<file path="src/rtl/cfgx_pkg.sv">
package cfgx_pkg;

  typedef enum logic [2:0] {
    ST_IDLE  = 3'd0,
    ST_CHECK = 3'd1,
    ST_PROG  = 3'd2,
    ST_RD    = 3'd3,
    ST_MRG   = 3'd4,
    ST_WR    = 3'd5,
    ST_DONE  = 3'd6
  } seq_state_t;

  localparam logic [2:0] TYPE_NEAR = 3'd4;  // buses 0 and 1
  localparam logic [2:0] TYPE_FAR  = 3'd5;  // buses 2 and above

  localparam logic [1:0] SZ_BYTE = 2'd0;
  localparam logic [1:0] SZ_HALF = 2'd1;

endpackage

</file>
<file path="src/rtl/cfgx_filter.sv">
module cfgx_filter #(
  parameter int BUS_W   = 8,
  parameter int DEV_W   = 5,
  parameter int FN_W    = 3,
  parameter int TGT_W   = 32,
  parameter int TGT_LSB = 16
) (
  input  logic [BUS_W-1:0] bus,
  input  logic [DEV_W-1:0] dev,
  input  logic [FN_W-1:0]  fn,
  output logic             legal,
  output logic             remote,
  output logic [2:0]       rtype,
  output logic [TGT_W-1:0] target
);
  import cfgx_pkg::*;

  localparam int RID_W = BUS_W + DEV_W + FN_W;

  logic [RID_W-1:0] rid;
  logic             bus_zero;
  logic             bus_one;
  logic             dev_zero;

  assign rid      = {bus, dev, fn};
  assign bus_zero = (bus == '0);
  assign bus_one  = (bus == BUS_W'(1));
  assign dev_zero = (dev == '0);

  always_comb begin
    if (bus_zero)      legal = (dev <= DEV_W'(1));
    else if (bus_one)  legal = dev_zero;
    else               legal = 1'b1;
  end

  assign remote = !bus_zero;
  assign rtype  = (bus_zero || bus_one) ? TYPE_NEAR : TYPE_FAR;
  assign target = TGT_W'(rid) << TGT_LSB;

endmodule

</file>
<file path="src/rtl/cfgx_lanes.sv">
module cfgx_lanes #(
  parameter int DATA_W = 32
) (
  input  logic [1:0]          off_lo,
  input  logic [1:0]          size,
  input  logic [DATA_W-1:0]   value,
  input  logic [DATA_W-1:0]   old_word,
  output logic [DATA_W/8-1:0] be,
  output logic [DATA_W-1:0]   merged
);
  import cfgx_pkg::*;

  localparam int NB = DATA_W / 8;

  logic [1:0]        lane;
  logic [DATA_W-1:0] placed;

  always_comb begin
    case (size)
      SZ_BYTE: begin lane = off_lo;              be = NB'(1) << off_lo; end
      SZ_HALF: begin lane = {off_lo[1], 1'b0};   be = NB'(3) << lane;   end
      default: begin lane = 2'd0;                be = '1;               end
    endcase
  end

  assign placed = value << (lane * 8);

  for (genvar g = 0; g < NB; g++) begin : g_lane
    assign merged[g*8 +: 8] = be[g] ? placed[g*8 +: 8] : old_word[g*8 +: 8];
  end

endmodule

</file>
<file path="src/rtl/cfgx_seq.sv">
module cfgx_seq (
  input  logic                 clk,
  input  logic                 rst,
  input  logic                 req_valid,
  input  logic                 legal,
  input  logic                 remote,
  input  logic                 is_wr,
  input  logic                 partial,
  input  logic                 mem_rvalid,
  input  logic                 mem_err,
  output cfgx_pkg::seq_state_t st,
  output logic                 xlt_wr,
  output logic                 mem_req,
  output logic                 mem_we,
  output logic                 req_ready
);
  import cfgx_pkg::*;

  logic direct_wr;
  assign direct_wr = is_wr && !partial;

  always_ff @(posedge clk) begin
    if (rst) begin
      st        <= ST_IDLE;
      xlt_wr    <= 1'b0;
      mem_req   <= 1'b0;
      mem_we    <= 1'b0;
      req_ready <= 1'b0;
    end else begin
      case (st)
        ST_IDLE: if (req_valid) st <= ST_CHECK;
        ST_CHECK: begin
          if (!legal) begin
            st        <= ST_DONE;
            req_ready <= 1'b1;
          end else if (remote) begin
            st     <= ST_PROG;
            xlt_wr <= 1'b1;
          end else begin
            st      <= direct_wr ? ST_WR : ST_RD;
            mem_req <= 1'b1;
            mem_we  <= direct_wr;
          end
        end
        ST_PROG: begin
          xlt_wr  <= 1'b0;
          st      <= direct_wr ? ST_WR : ST_RD;
          mem_req <= 1'b1;
          mem_we  <= direct_wr;
        end
        ST_RD: if (mem_rvalid) begin
          mem_req <= 1'b0;
          if (is_wr && !mem_err) begin
            st <= ST_MRG;
          end else begin
            st        <= ST_DONE;
            req_ready <= 1'b1;
          end
        end
        ST_MRG: begin
          st      <= ST_WR;
          mem_req <= 1'b1;
          mem_we  <= 1'b1;
        end
        ST_WR: if (mem_rvalid) begin
          mem_req   <= 1'b0;
          mem_we    <= 1'b0;
          st        <= ST_DONE;
          req_ready <= 1'b1;
        end
        ST_DONE: begin
          req_ready <= 1'b0;
          st        <= ST_IDLE;
        end
        default: st <= ST_IDLE;
      endcase
    end
  end

  // quiet in and just after reset
  a_r11_reset_quiet: assert property (@(posedge clk)
    rst |=> (!mem_req && !req_ready && !xlt_wr));

  // completion is a single-cycle pulse
  a_r10_ready_single: assert property (@(posedge clk) disable iff (rst)
    req_ready |=> !req_ready);

  // region programming is followed at once by the access
  a_r5_prog_then_access: assert property (@(posedge clk) disable iff (rst)
    xlt_wr |=> (mem_req && !xlt_wr));

  // a faulted read phase never leads to a write
  a_r12_fault_no_write: assert property (@(posedge clk) disable iff (rst)
    (st == ST_RD && mem_rvalid && mem_err) |=> ##1 !mem_req);

  // request held until answered
  a_r13_req_hold: assert property (@(posedge clk) disable iff (rst)
    (mem_req && !mem_rvalid) |=> mem_req);

endmodule

</file>
<file path="src/rtl/cfgx_translator.sv">
module cfgx_translator #(
  parameter int          BUS_W       = 8,
  parameter int          DEV_W       = 5,
  parameter int          FN_W        = 3,
  parameter int          OFF_W       = 12,
  parameter int          ADDR_W      = 32,
  parameter int          DATA_W      = 32,
  parameter int          TGT_LSB     = 16,
  parameter logic [31:0] LOCAL_BASE  = 32'h4000_0000,
  parameter logic [31:0] REMOTE_BASE = 32'h5000_0000
) (
  input  logic                 clk,
  input  logic                 rst,
  input  logic                 req_valid,
  input  logic                 req_write,
  input  logic [1:0]           req_size,
  input  logic [BUS_W-1:0]     req_bus,
  input  logic [DEV_W-1:0]     req_dev,
  input  logic [FN_W-1:0]      req_func,
  input  logic [OFF_W-1:0]     req_off,
  input  logic [DATA_W-1:0]    req_wdata,
  output logic                 req_ready,
  output logic [DATA_W-1:0]    rsp_rdata,
  output logic                 xlt_wr,
  output logic [2:0]           xlt_type,
  output logic [ADDR_W-1:0]    xlt_target,
  output logic                 mem_req,
  output logic                 mem_we,
  output logic [ADDR_W-1:0]    mem_addr,
  output logic [DATA_W/8-1:0]  mem_be,
  output logic [DATA_W-1:0]    mem_wdata,
  input  logic                 mem_rvalid,
  input  logic                 mem_err,
  input  logic [DATA_W-1:0]    mem_rdata
);
  import cfgx_pkg::*;

  localparam int NB = DATA_W / 8;

  seq_state_t st;

  logic             wr_q;
  logic [1:0]       size_q;
  logic [BUS_W-1:0] bus_q;
  logic [DEV_W-1:0] dev_q;
  logic [FN_W-1:0]  fn_q;
  logic [OFF_W-1:0] off_q;
  logic [DATA_W-1:0] wdata_q;
  logic [DATA_W-1:0] rdata_q;

  logic              legal, remote, partial;
  logic [2:0]        rtype;
  logic [ADDR_W-1:0] target;
  logic [NB-1:0]     lane_be;
  logic [DATA_W-1:0] merged;
  logic [ADDR_W-1:0] aligned_off;

  assign partial     = (size_q == SZ_BYTE) || (size_q == SZ_HALF);
  assign aligned_off = ADDR_W'({off_q[OFF_W-1:2], 2'b00});

  cfgx_filter #(
    .BUS_W(BUS_W), .DEV_W(DEV_W), .FN_W(FN_W),
    .TGT_W(ADDR_W), .TGT_LSB(TGT_LSB)
  ) u_filter (
    .bus(bus_q), .dev(dev_q), .fn(fn_q),
    .legal(legal), .remote(remote), .rtype(rtype), .target(target)
  );

  cfgx_lanes #(.DATA_W(DATA_W)) u_lanes (
    .off_lo(off_q[1:0]), .size(size_q), .value(wdata_q),
    .old_word(rdata_q), .be(lane_be), .merged(merged)
  );

  cfgx_seq u_seq (
    .clk(clk), .rst(rst), .req_valid(req_valid),
    .legal(legal), .remote(remote), .is_wr(wr_q), .partial(partial),
    .mem_rvalid(mem_rvalid), .mem_err(mem_err),
    .st(st), .xlt_wr(xlt_wr), .mem_req(mem_req), .mem_we(mem_we),
    .req_ready(req_ready)
  );

  // request capture
  always_ff @(posedge clk) begin
    if (rst) begin
      wr_q   <= 1'b0;
      size_q <= '0;
      bus_q  <= '0;
      dev_q  <= '0;
      fn_q   <= '0;
      off_q  <= '0;
    end else if (st == ST_IDLE && req_valid) begin
      wr_q   <= req_write;
      size_q <= req_size;
      bus_q  <= req_bus;
      dev_q  <= req_dev;
      fn_q   <= req_func;
      off_q  <= req_off;
    end
  end

  // datapath toward the region and memory port
  always_ff @(posedge clk) begin
    if (rst) begin
      wdata_q    <= '0;
      rdata_q    <= '0;
      mem_addr   <= '0;
      mem_be     <= '0;
      mem_wdata  <= '0;
      xlt_type   <= '0;
      xlt_target <= '0;
    end else begin
      case (st)
        ST_IDLE: if (req_valid) wdata_q <= req_wdata;
        ST_CHECK: begin
          mem_addr   <= (remote ? REMOTE_BASE : LOCAL_BASE) + aligned_off;
          mem_be     <= '1;
          mem_wdata  <= wdata_q;
          xlt_type   <= rtype;
          xlt_target <= target;
          if (!legal) rdata_q <= '1;
        end
        ST_RD: if (mem_rvalid) rdata_q <= mem_err ? '1 : mem_rdata;
        ST_MRG: begin
          mem_be    <= lane_be;
          mem_wdata <= merged;
        end
        default: ;
      endcase
    end
  end

  assign rsp_rdata = rdata_q;

  // addresses always dword aligned
  a_r6_aligned: assert property (@(posedge clk) disable iff (rst)
    mem_req |-> (mem_addr[1:0] == 2'b00));

  // address held while waiting
  a_r13_addr_stable: assert property (@(posedge clk) disable iff (rst)
    (mem_req && !mem_rvalid) |=> $stable(mem_addr));

  // dword writes carry every byte enable
  a_r9_full_be: assert property (@(posedge clk) disable iff (rst)
    (mem_req && mem_we && !partial) |-> (mem_be == '1));

  // rejected pair causes no downstream activity
  a_r2_r3_reject_quiet: assert property (@(posedge clk) disable iff (rst)
    (st == ST_CHECK && !legal) |=> (!mem_req && !xlt_wr && req_ready));

endmodule

</file>
<file path="config.mk">
export PLATFORM = sky130hd
export DESIGN_NAME = cfgx_translator
export DESIGN_NICKNAME = d
export VERILOG_FILES = /design/src/rtl/cfgx_pkg.sv /design/src/rtl/cfgx_filter.sv /design/src/rtl/cfgx_lanes.sv /design/src/rtl/cfgx_seq.sv /design/src/rtl/cfgx_translator.sv
export SDC_FILE = /design/constraint.sdc
export NUM_CORES = 1
export LEC_CHECK = 0
export BUFFER_PORTS_ARGS = -buffer_cell sky130_fd_sc_hd__buf_2
export CAP_MARGIN = 20
export CORE_UTILIZATION = 30
export DETAILED_ROUTE_END_ITERATION = 10
export GPL_TIMING_DRIVEN = 0
export PLACE_DENSITY = 0.61
export SYNTH_ARGS = -nofsm -noshare
export SYNTH_HDL_FRONTEND = slang
export SYNTH_SLANG_ARGS = --single-unit
</file>
<file path="constraint.sdc">
create_clock -name clk -period 4.4 [get_ports clk]
set_clock_uncertainty 0.1 [all_clocks]
set_input_delay 0.44 -clock clk [delete_from_list [all_inputs] [get_ports clk]]
set_output_delay 0.44 -clock clk [all_outputs]
set_load 0.01 [all_outputs]
</file>
# Word level (Yosys, flattened, before mapping)

Cells that the tools add are included.

Flip-flop bits (word level): 189
Output and inout port bits: 139
Word-level logic and storage cells: 105
Input port bits: 100

$lt $le $gt $ge: 1
Shift operators: 3
Muxes and demuxes: 39
Reductions and logical operators: 26
Equal/unequal tests: 17
$add $sub $neg: 1

Operators by type and width:

| operator           | number |
|---|---|
| $pmux 32 s2        | 2 |
| $mux 32            | 3 |
| $add 31x12->32     | 1 |
| $mux 8             | 4 |
| $shl 32x5->32      | 1 |
| $mux 29            | 1 |
| $mux 3             | 6 |
| $pmux 3 s6         | 1 |
| $ne 2x2->1 const B | 8 |
| $pmux 4 s2         | 2 |
| $mux 1             | 14 |
| $eq 3x3->1 const B | 3 |
| $reduce_and 3->1   | 3 |
| $eq 8x1->1 const B | 1 |
| $logic_not 8->1    | 1 |
| $pmux 1 s4         | 2 |
| $reduce_and 4->1   | 2 |
| $reduce_bool 4->1  | 2 |
| $eq 3x2->1 const B | 2 |
| $reduce_bool 2->1  | 3 |
| $le 5x1->1 const B | 1 |
| $logic_not 5->1    | 1 |
| $reduce_and 5->1   | 1 |
| $pmux 2 s2         | 1 |
| 16 further kinds   | 21 |

# Depth between registers and ports, before layout

Word-level depth: 8
Mapped depth: 7

# By module

A second synthesis with hierarchy kept.

Cell total of the unflattened synthesis: 1080
Area, all modules: 8540.7 sq um

Modules (own cells, without submodules):

| module          | sequential area each (sq um) | area each (sq um) | times used | cells each |
|---|---|---|---|---|
| cfgx_translator | 3563.4                       | 6829.0            | 1          | 845 |
| cfgx_lanes      | 0.0                          | 850.8             | 1          | 125 |
| cfgx_seq        | 140.1                        | 554.3             | 1          | 67 |
| cfgx_filter     | 0.0                          | 306.5             | 1          | 43 |

# Least setup slack after synthesis

OpenSTA, ideal clock, no wires.

Path kind: reg2reg
From: reg bus_q[3]
To: reg rdata_q[10], in the netlist rsp_rdata[10]
Period minus slack after synthesis: 2.061 ns
Stages on the path, launching flop included: 7
Arrival: 1.902 ns
Buffers on the path: 2
Path slack: 2.339 ns
Required time: 4.242 ns
Setup time: 0.058 ns
Cells stage by stage: dfxtp_1 -> or4_1 -> buf_2 -> a2111o_1 -> a21oi_4 -> buf_6 -> o221a_2

Cells in the longest elaborated chain, start to end: 5
Elaborated cells between the ends (all ways): 6

RTL lines:

| item                                  | line                   | RTL |
|---|---|---|
| start: declaration                    | cfgx_translator.sv:44  | `logic [BUS_W-1:0] bus_q;` |
| start signal: assignment              | cfgx_translator.sv:94  | `bus_q <= req_bus;` |
| $eq 8x1->1                            | cfgx_filter.sv:27      | `assign bus_one = (bus == BUS_W'(1));` |
| $mux 1                                | cfgx_filter.sv:32      | `else if (bus_one) legal = dev_zero;` |
| $mux 1 (*)                            | cfgx_filter.sv:31      | `if (bus_zero) legal = (dev <= DEV_W'(1));` |
| $ne 2x2->1 (no source line) (*)       | --                     |  |
| $reduce_and 3->1 (no source line) (*) | --                     |  |
| end signal: assignment                | cfgx_translator.sv:122 | `ST_RD: if (mem_rvalid) rdata_q <= mem_err ? '1 : mem_rdata;` |
| end: declaration                      | cfgx_translator.sv:49  | `logic [DATA_W-1:0] rdata_q;` |

Mark *: on every way between the ends. The rest lies on a longest branch, timed or not.
A chain may end at the register's enable or synchronous reset.

# Worst setup path after layout

From: reg u_seq.st[1]
To: reg mem_wdata[28]

Cells in the longest elaborated chain, start to end: 2
Elaborated cells between the ends (all ways): 4

RTL lines:

| item                                             | line                   | RTL |
|---|---|---|
| start: declaration                               | cfgx_seq.sv:11         | `output cfgx_pkg::seq_state_t st,` |
| start signal: assignment                         | cfgx_seq.sv:40         | `st <= direct_wr ? ST_WR : ST_RD;` |
| start signal: assignment                         | cfgx_seq.sv:47         | `st <= direct_wr ? ST_WR : ST_RD;` |
| $eq 3x3->1 or $eq 3x1->1 (tied branches)         | cfgx_translator.sv:112 | `case (st)` |
| $pmux 32 s2 or $reduce_bool 2->1 (tied branches) | --                     |  |
| end signal: assignment                           | cfgx_translator.sv:117 | `mem_wdata <= wdata_q;` |
| end signal: assignment                           | cfgx_translator.sv:125 | `mem_wdata <= merged;` |
| end: declaration                                 | cfgx_translator.sv:31  | `output logic [DATA_W-1:0] mem_wdata,` |

Parallel ways exist; a longest one is shown, timed or not.

==> flow_metrics.py <==
metrics = {
    "finish": {
        "drive_above_1_share_pct": 27.4,
        "syn_to_final_growth_pct": 30.0,
        "layout.nets": 1205,
        "mostFrequentLayoutCells": "nand2_1, buf_2, dfxtp_1",
        "postLayoutCellArea_um2": 9190,
        "layout_commonest_cell": "nand2_1",
        "n_fill_cell": 2441,
        "utilization_pct": 40.2,
    },
    "logic_synthesis": {
        "synth_top_family_by_area": "compound AO/OA/AOI/OAI gates",
        "yosysSeqAreaShare_pct": 47.3,
        "yosys_register_bits": 167,
        "syn_avg_cell_area_um2": 8.32,
        "synthMuxAreaShare_pct": 3.31,
        "synth-edff-count": 0,
        "synth_xor_area_share_pct": 0.124,
        "yosys_warnings": 0,
        "synth_fa_ha_area_share_pct": 0,
        "synthFlopType": "dfxtp_1",
        "synthArstFlopShare_pct": 0,
        "synth_area_um2": 7060,
        "synth-simple-area-share_pct": 17.9,
        "synth_compound_area_share_pct": 22.6,
        "netlist_instances": 849,
        "yosysUniqueCellTypes": 53,
    },
    "die": {
        "ioPinCount": 239,
        "start_util_pct": 30.9,
        "row_count": 55,
        "core_area_um2": 22800,
        "die-area_um2": 24200,
        "die_h_um": 155,
        "die_w_um": 155,
    },
    "clock_tree": {
        "max-clock-path-buffers": 2,
        "tritoncts": "built",
        "cts.hold.buffers_added": 0,
        "cts-resized-gates": 0,
        "insertion_delay_ps": 430,
        "cts_setup_buffers": 0,
        "clk_transition_reported_paths_ps": 70,
        "cts_inserted_buffers": 17,
        "cts.sink_count": 167,
        "cts_root_buf": "clkbuf_16",
        "htreeDepth": 4,
    },
    "detailed_routing": {
        "drt_wl_total_um": 24400,
        "ant_nets": 0,
        "drt-initial-drc-count": 427,
        "drc": 0,
        "via_per_inst": 4.89,
        "wire_per_inst_um": 17.0,
        "drtPass1Iterations": 4,
        "vias": 7007,
    },
    "placed_design": {
        "dpl-instance-area_um2": 8600,
        "dpl.hpwl_um": 18700,
        "gp_congestion": 0.916,
        "numPortBuffers": 201,
    },
    "critical_path": {
        "cp_slowest_cell": "nor3b_1",
        "critPathMaxFanout": 10,
        "max_stage_delay_ps": 720,
        "start_kind": "register",
        "ff2ff_setup_slack_ps": 1870,
        "critical_path_class": "register to register",
        "crit_path_end_kind": "register",
        "cp.required_ps": 4610,
        "path_cells": "buf_1, nor3b_1, clkbuf_1, nor2_1, a2111oi_0",
        "cp_data_arrival_time_ps": 2740,
    },
    "pwr": {
        "sw_frac_of_total_pct": 33.8,
        "power.density_nw_per_um2": 476,
        "p_switching_uw": 1480,
        "power_uw": 4380,
        "pwr-share-seq_pct": 42.3,
        "peakVddDrop_uv": 252,
        "internal_power_uw": 2900,
        "p_clk_share_pct": 34.1,
        "leakage_uw": 0.00392,
        "p_comb_share_pct": 23.6,
    },
    "global_route": {
        "grt_remaining_overflow": 0,
        "grt_start_max_net_pins": 18,
        "grt_pass1_wl_um": 36400,
        "grt_usage_pct": 19.9,
        "grt_pass1_vias": 6460,
        "antenna_found_initial": 1,
    },
    "timing": {
        "setup_tns_ps": 0,
        "slew-limit-headroom_pct": 46.2,
        "timing.final.crit_share_pct": 57.6,
        "fin_crit_ps": 2530,
        "slew_viol_final": 0,
        "setup_viol": 0,
        "tightest_slew_ps": 806,
        "clock.fmax_mhz": 395,
        "hold_violations": 0,
        "rsz0062_at_grt": "no",
    },
    "status": {
        "status": "finished, final reports clean",
    },
    "hold_path": {
        "min_path_type": "input pin to register",
    },
    "flow_run": {
        "max-cap-violations": 0,
    },
}
worst max-delay path: cells and delay by family, from the launching register on:
| family | cells | cell delay (ps) |
|---|---|---|
| AO/OA/AOI/OAI | 1 | 380 |
| buffers and inverters | 2 | 790 |
| flip-flops | 1 | 360 |
| AND/OR/NAND/NOR | 2 | 790 |
through the flow:
step / setup slack [ps] / instances / hold slack, ps
floorplan: 2340 / 885 / 332
global placement: 1910 / 1399 / 339
detailed placement: 1910 / 1399 / 346
CTS: 1900 / 1431 / 127
global route: 1660 / 1432 / 135
finish: 1870 / 1433 / 139
cells in the mapped netlist, types with 3 or more instances:
master	count	share of area (%)
buf_4	39	4.1
a221oi_1	12	1.5
or3b_2	3	0.37
nor2b_1	6	0.53
buf_2	7	0.50
a31oi_1	4	0.35
inv_1	6	0.32
o221a_1	18	2.9
clkbuf_1	58	3.1
a211oi_1	16	1.7
nand2_1	224	12
o221a_2	14	2.2
nand2b_1	4	0.35
nand3_1	3	0.21
o22ai_1	4	0.35
o221ai_1	11	1.4
or4_1	3	0.32
mux2_2	3	0.48
buf_1	3	0.16
nor2_1	39	2.1
mux2i_1	20	2.8
dfxtp_1	167	47
a21oi_1	113	8.0
a2111oi_0	3	0.37
nor3_1	9	0.64
o21ai_0	22	1.6
buf_6	3	0.48
final timing paths:
kind,from,to,depth (start not counted)
worst max-delay path,u_seq.st[1],mem_wdata[28],5
worst min-delay path,req_bus[6],bus_q[6],3
worst max register to register,u_seq.st[1],mem_wdata[28],5
worst min register to register,mem_addr[4],mem_addr[4],2
flip-flops by register name, summed over array words and instances, names as in the netlist, 4 cells and up:
name / count
dev_q: 5
mem_addr: 12
xlt_target: 16
bus_q: 8
mem_wdata: 32
mem_be: 4
rsp_rdata: 32
wdata_q: 32
off_q: 12
cell families after synthesis:
| logic type | count (synthesis) |
|---|---|
| other | 1 |
| muxes | 23 |
| buffers and inverters | 116 |
| AOI/OAI and AO/OA | 236 |
| and+or+nand+nor | 305 |
| DFF | 167 |
| xor gates and xnor gates | 1 |
layer usage:
layer / GRT usage (%) / routed length (um)
met1: 26.1 / 11000
met3: 4.43 / 1550
met2: 31.7 / 11300
met4: 7.75 / 536
met5: 0 / 0
power by group through the flow:
stage	clock, uW	combinational (uW)	sequential (uW)
6_report	1490	1030	1850
5_1_grt	1570	1130	1870
4_1_cts	1520	1030	1850
3_5_place_dp	0	1030	1880
3_3_place_gp	0	1020	1880
2_1_floorplan	0	586	1900
layout make-up:
class	count	area (um2)	area share, %
multi-input cells	602	3240	35.3
clock buffers	17	425	4.63
diodes	2	5.00	0.0545
flip-flops and latches	167	3340	36.4
repair buffers	201	1010	11.0
clock inverters	15	159	1.73
plain buffers	110	591	6.43
well taps	313	392	4.26
inverters	6	22.5	0.245
(Power assumes the default switching activity.)
